## src/rtl/burst_seq_pkg.sv

```systemverilog
package burst_seq_pkg;

    typedef enum logic [1:0] {
        ORD_LINEAR = 2'b00,
        ORD_TOGGLE = 2'b01,
        ORD_WRAP   = 2'b10,
        ORD_RSVD   = 2'b11
    } order_e;

    typedef enum logic [1:0] {
        ST_IDLE   = 2'b00,
        ST_BURST  = 2'b01,
        ST_SINGLE = 2'b10
    } state_e;

endpackage

```

## src/rtl/burst_order_check.sv

```systemverilog
module burst_order_check
    import burst_seq_pkg::*;
#(
    parameter int N_SIZES = 3,
    parameter int SEL_W   = 2
) (
    input  logic [1:0]       code_i,
    input  logic [SEL_W-1:0] line_sel_i,
    input  logic             mem_space_i,
    output logic             single_o,
    output order_e           order_o
);

    logic size_ok;
    logic rsvd;
    logic space_bad;

    always_comb begin
        size_ok   = (int'(line_sel_i) < N_SIZES);
        rsvd      = (order_e'(code_i) == ORD_RSVD);
        space_bad = !mem_space_i && (order_e'(code_i) != ORD_LINEAR);
        single_o  = rsvd || !size_ok || space_bad;
        order_o   = single_o ? ORD_LINEAR : order_e'(code_i);
    end

endmodule

```

## src/rtl/burst_addr_calc.sv

```systemverilog
module burst_addr_calc
    import burst_seq_pkg::*;
#(
    parameter int WA_W    = 30,
    parameter int CNT_W   = 16,
    parameter int N_SIZES = 3,
    parameter int MIN_LB  = 2,
    parameter int SEL_W   = 2
) (
    input  logic [WA_W-1:0]  w0_i,
    input  logic [CNT_W-1:0] cnt_i,
    input  order_e           order_i,
    input  logic [SEL_W-1:0] line_sel_i,
    output logic [WA_W-1:0]  word_o
);

    logic [WA_W-1:0] k_ext;
    logic [WA_W-1:0] lin_word;
    logic [WA_W-1:0] cand [N_SIZES];

    always_comb begin
        k_ext    = WA_W'(cnt_i);
        lin_word = w0_i + k_ext;
    end

    for (genvar g = 0; g < N_SIZES; g++) begin : g_size
        localparam int LB = MIN_LB + g;
        logic [WA_W-1:0] line_n;
        logic [LB-1:0]   off0;
        logic [LB-1:0]   kk;
        logic [LB-1:0]   off;

        always_comb begin
            line_n = (w0_i >> LB) + (k_ext >> LB);
            off0   = w0_i[LB-1:0];
            kk     = k_ext[LB-1:0];
            unique case (order_i)
                ORD_TOGGLE: off = off0 ^ kk;
                ORD_WRAP:   off = off0 + kk;
                default:    off = off0;
            endcase
            cand[g] = (line_n << LB) | WA_W'(off);
        end
    end

    always_comb begin
        word_o = lin_word;
        if (order_i == ORD_TOGGLE || order_i == ORD_WRAP) begin
            for (int g = 0; g < N_SIZES; g++) begin
                if (int'(line_sel_i) == g) word_o = cand[g];
            end
        end
    end

endmodule

```

## src/rtl/burst_seq_ctrl.sv

```systemverilog
module burst_seq_ctrl
    import burst_seq_pkg::*;
#(
    parameter int WA_W  = 30,
    parameter int CNT_W = 16,
    parameter int SEL_W = 2
) (
    input  logic             clk,
    input  logic             rst_n,
    input  logic             start_i,
    input  logic             advance_i,
    input  logic [WA_W-1:0]  start_word_i,
    input  logic [SEL_W-1:0] line_sel_i,
    input  logic             single_req_i,
    input  order_e           order_req_i,
    output logic [WA_W-1:0]  w0_o,
    output logic [CNT_W-1:0] cnt_o,
    output order_e           order_o,
    output logic [SEL_W-1:0] sel_o,
    output logic             active_o,
    output logic             single_o
);

    state_e           state_q, state_d;
    logic [WA_W-1:0]  w0_q;
    logic [CNT_W-1:0] cnt_q;
    order_e           ord_q;
    logic [SEL_W-1:0] sel_q;
    logic             load;
    logic             bump;

    // next-state decision
    always_comb begin
        state_d = state_q;
        load    = 1'b0;
        bump    = 1'b0;
        if (start_i) begin
            load    = 1'b1;
            state_d = single_req_i ? ST_SINGLE : ST_BURST;
        end else begin
            unique case (state_q)
                ST_IDLE:   state_d = ST_IDLE;
                ST_BURST:  bump = advance_i;
                ST_SINGLE: if (advance_i) state_d = ST_IDLE;
                default:   state_d = ST_IDLE;
            endcase
        end
    end

    // state register and burst context
    always_ff @(posedge clk or negedge rst_n) begin
        if (!rst_n) begin
            state_q <= ST_IDLE;
            w0_q    <= '0;
            cnt_q   <= '0;
            ord_q   <= ORD_LINEAR;
            sel_q   <= '0;
        end else begin
            state_q <= state_d;
            if (load) begin
                w0_q  <= start_word_i;
                cnt_q <= '0;
                ord_q <= order_req_i;
                sel_q <= line_sel_i;
            end else if (bump) begin
                cnt_q <= cnt_q + 1'b1;
            end
        end
    end

    // outputs
    always_comb begin
        w0_o     = w0_q;
        cnt_o    = cnt_q;
        order_o  = ord_q;
        sel_o    = sel_q;
        active_o = (state_q != ST_IDLE);
        single_o = (state_q == ST_SINGLE);
    end

endmodule

```

## src/rtl/burst_seq_gen.sv

```systemverilog
module burst_seq_gen
    import burst_seq_pkg::*;
#(
    parameter int ADDR_W  = 32,
    parameter int CNT_W   = 16,
    parameter int N_SIZES = 3,
    parameter int MIN_LB  = 2
) (
    input  logic              clk,
    input  logic              rst_n,
    input  logic              start_i,
    input  logic [ADDR_W-1:0] start_addr_i,
    input  logic              mem_space_i,
    input  logic [1:0]        line_sel_i,
    input  logic              advance_i,
    output logic [ADDR_W-1:0] addr_o,
    output logic              active_o,
    output logic              single_o,
    output logic [1:0]        order_o
);

    localparam int WA_W  = ADDR_W - 2;
    localparam int SEL_W = 2;

    logic             single_req;
    order_e           order_req;
    logic [WA_W-1:0]  w0;
    logic [CNT_W-1:0] cnt;
    order_e           ord_run;
    logic [SEL_W-1:0] sel_run;
    logic [WA_W-1:0]  word;

    burst_order_check #(
        .N_SIZES (N_SIZES),
        .SEL_W   (SEL_W)
    ) chk_u (
        .code_i      (start_addr_i[1:0]),
        .line_sel_i  (line_sel_i),
        .mem_space_i (mem_space_i),
        .single_o    (single_req),
        .order_o     (order_req)
    );

    burst_seq_ctrl #(
        .WA_W  (WA_W),
        .CNT_W (CNT_W),
        .SEL_W (SEL_W)
    ) ctrl_u (
        .clk          (clk),
        .rst_n        (rst_n),
        .start_i      (start_i),
        .advance_i    (advance_i),
        .start_word_i (start_addr_i[ADDR_W-1:2]),
        .line_sel_i   (line_sel_i),
        .single_req_i (single_req),
        .order_req_i  (order_req),
        .w0_o         (w0),
        .cnt_o        (cnt),
        .order_o      (ord_run),
        .sel_o        (sel_run),
        .active_o     (active_o),
        .single_o     (single_o)
    );

    burst_addr_calc #(
        .WA_W    (WA_W),
        .CNT_W   (CNT_W),
        .N_SIZES (N_SIZES),
        .MIN_LB  (MIN_LB),
        .SEL_W   (SEL_W)
    ) calc_u (
        .w0_i       (w0),
        .cnt_i      (cnt),
        .order_i    (ord_run),
        .line_sel_i (sel_run),
        .word_o     (word)
    );

    always_comb begin
        addr_o  = {word, 2'b00};
        order_o = ord_run;
    end

endmodule

```

## config.mk

```make
export PLATFORM = sky130hd
export DESIGN_NAME = burst_seq_gen
export DESIGN_NICKNAME = d
export VERILOG_FILES = /design/src/rtl/burst_seq_pkg.sv /design/src/rtl/burst_order_check.sv /design/src/rtl/burst_addr_calc.sv /design/src/rtl/burst_seq_ctrl.sv /design/src/rtl/burst_seq_gen.sv
export SDC_FILE = /design/constraint.sdc
export NUM_CORES = 1
export LEC_CHECK = 0
export ABC_AREA = 1
export BUFFER_PORTS_ARGS = -buffer_cell sky130_fd_sc_hd__buf_4
export CAP_MARGIN = 20
export CORE_MARGIN = 1
export CORE_UTILIZATION = 55
export DETAILED_ROUTE_END_ITERATION = 12
export MAX_ROUTING_LAYER = met4
export PLACE_DENSITY = 0.78
export SKIP_LAST_GASP = 1
export SLEW_MARGIN = 20
export SYNTH_ARGS = -nofsm -noshare
export SYNTH_HDL_FRONTEND = slang
export SYNTH_HIERARCHICAL = 1
export SYNTH_SLANG_ARGS = --single-unit
```

## constraint.sdc

```tcl
create_clock -name clk -period 2.2 [get_ports clk]
set_input_delay 0.22 -clock clk [delete_from_list [all_inputs] [get_ports clk]]
set_output_delay 0.22 -clock clk [all_outputs]
set_load 0.005 [all_outputs]
```

==> flow_metrics.tcl <==
set metrics [dict create \
    holdWs_ps 117 \
    ys_seq_elements 52 \
    drv_cap 0 \
    clock_path_buffers 2 \
    arrival_ps 2740 \
    core_um2 11500 \
    dieArea_um2 12300 \
    area_growth_pct 44.2 \
    hp-class "input pin to register" \
    grt_max_degree 53 \
    cp.required_ps 1980 \
    startpoint_type "register" \
    ios 75 \
    cts_tree "done" \
    synthesis.instances 1123 \
    layout_setup_ws_ps -758 \
    routedWlPerCell_um 18.5 \
    track_usage_pct 39.2 \
    diodes 0 \
    fillers 725 \
    clk_pin_slew_ps 70 \
    clockRootBuffer "clkbuf_16" \
    numCtsBuffers 5 \
    first_global_vias 7659 \
    synth_area_um2 6510 \
    drtIter0Drc 1078 \
    portBuffers 72 \
    peakVddDrop_mv 0.512 \
    clock-sinks 52 \
    fp.dieW_um 111 \
    design_area_um2 9400 \
    tightest_slew_ps 661 \
    finish.utilization_pct 82.0 \
    drtAntennaViolNets 0 \
    die_y_um 111 \
    placement_rows 39 \
    dp_hpwl_um 17300 \
    synth_common_cells "nand2_1, nand3_1, inv_1, nor2_1, dfrtp_1" \
    timing.slew.headroom_pct 56.0 \
    fin_crit_ps 2960 \
    vias 8830 \
    ys.flop_type "dfrtp_1" \
    fin_nets 1387 \
    start_util_pct 56.8 \
    setup_violations 30 \
    ys_warn_count 6 \
    gr-total-overflow 0 \
    avgSynthCellArea_um2 5.80 \
    reg2reg_slack_ps 470 \
    crit_fanout 5 \
    yosys-top-cells-area "nand2_1, dfrtp_1, nand3_1" \
    p_per_area_nw_per_um2 370 \
    clk_latency_ps 300 \
    timing.final.crit_share_pct 134 \
    failed_checks "negative setup slack" \
    yosysSeqAreaShare_pct 20.0 \
    final_layout_size_suffix_gt1_share_pct 35.3 \
    design_power_total_mw 3.47 \
    drv_slew 0 \
    crit_type "register to primary output" \
    synth_most_common_cell "nand2_1" \
    skew_ps 5.23 \
    stdcell_count 1469 \
    critPathCaptureType "primary output" \
    synth.distinct_cells 54 \
    vias_per_cell 6.01 \
    leakage_nw 5.09 \
    rsz0062_at_grt "true" \
    yosysTopAreaCell "nand2_1" \
    async_flop_share_pct 100 \
    htreeDepth 2 \
    dpl.cell_count 1419 \
    place.gp.congestion 1.00 \
    max_freq_mhz 338 \
    hold_viol 0 \
    antenna_found_initial 0 \
    grt_first_pass_wirelength_um 37800 \
    synth-edff-count 0 \
    firstDrtPassIters 7 \
    totalWireLength_um 27200 \
    outcome "finished with violations" \
    synth_top_area_share_pct 24.3 \
    placed_cell_area_um2 7930 \
    drc 0 \
]
cells in the final DEF (no fill, tap or decap), types with 19 or more instances in the layout:
cell and count:
inv_1 115, o21ai_1 21, nor2_1 61, nand3_1 114, dfrtp_1 51, nand4_1 22
nand2_4 28, nand2_2 44, buf_4 217, a21oi_1 34, nand2_1 368, nand3_2 19
routing by layer:
metal,GRT usage [%],wire length (µm),up-vias
met5,-,0,-
met4,17.2,1930,0
met3,6.29,3290,190
met2,62.3,12100,629
met1,49.4,9920,4005
li1,-,-,4006
logic make-up (layout without fill, tap and decap cells):
logic type / after synthesis / in the layout / share of synthesized area, %
DFF: 52 / 52 / 20.0
adders and majority gates: 23 / 23 / 4.88
and+or+nand+nor: 711 / 711 / 48.3
xor gates and xnor gates: 17 / 17 / 2.29
AOI/OAI and AO/OA: 143 / 143 / 13.3
buffers and inverters: 176 / 378 / 11.2
other: 1 / 2 / 0.0576
where the power goes:
group,internal (mW),leakage (nW),switching [mW]
registers,1.02,0.664,0.0876
logic,0.613,4.33,0.807
clock network,0.599,0.0901,0.352
through the flow:
step	setup TNS (ps)	worst slack, ps
2_1_floorplan	-11.1	-11.1
3_3_place_gp	-3880	-256
3_5_place_dp	-4780	-284
4_1_cts	-9370	-470
5_1_grt	-15840	-905
6_report	-13570	-758
critical path, stage by stage (launching register included):
cell and delay [ps]:
dfrtp_1 440, inv_1 270, fa_2 410, o21ai_4 120, inv_1 190, nand2_1 180
buf_4 180, a22oi_1 200, xor2_1 260, inv_1 60, buf_4 130
sequential cells by signal (all words and copies together) (netlist names):
name	cells
ctrl_u/cnt_o	16
ctrl_u/order_o	2
ctrl_u/state_q	2
ctrl_u/sel_o	2
ctrl_u/w0_o	30
worst paths after layout:
check	from	to	depth (start not counted)
max	ctrl_u/w0_o[5]	addr_o[8]	10
min	start_addr_i[25]	ctrl_u/w0_o[23]	3
max reg2reg	ctrl_u/cnt_o[0]	ctrl_u/cnt_o[12]	9
min reg2reg	ctrl_u/w0_o[10]	ctrl_u/w0_o[10]	2
max in group asynchronous	rst_n	ctrl_u/w0_o[16]	2
min in group asynchronous	rst_n	ctrl_u/w0_o[29]	2
what timing repair did:
item / CTS / global route
hold endpoints to repair: 52 / 0
pin swaps: 33 / 65
hold buffers: 1 / 0
resized for setup: 107 / 137
setup endpoints to repair: 30 / 30
setup buffers: 21 / 19
gates cloned: 1 / 0
area by class of cell:
cell class                      instances  area [µm²]  area share (%)
Multi-Input combinational cell        896        5380            57.2
Clock buffer                            7         153            1.62
Sequential cell                        52        1300            13.9
Clock inverter                          1        30.0           0.320
Timing Repair Buffer                  231        1820            19.3
Tap cell                              143         179            1.90
Inverter                              139         542            5.76
(Power assumes the default switching activity.)
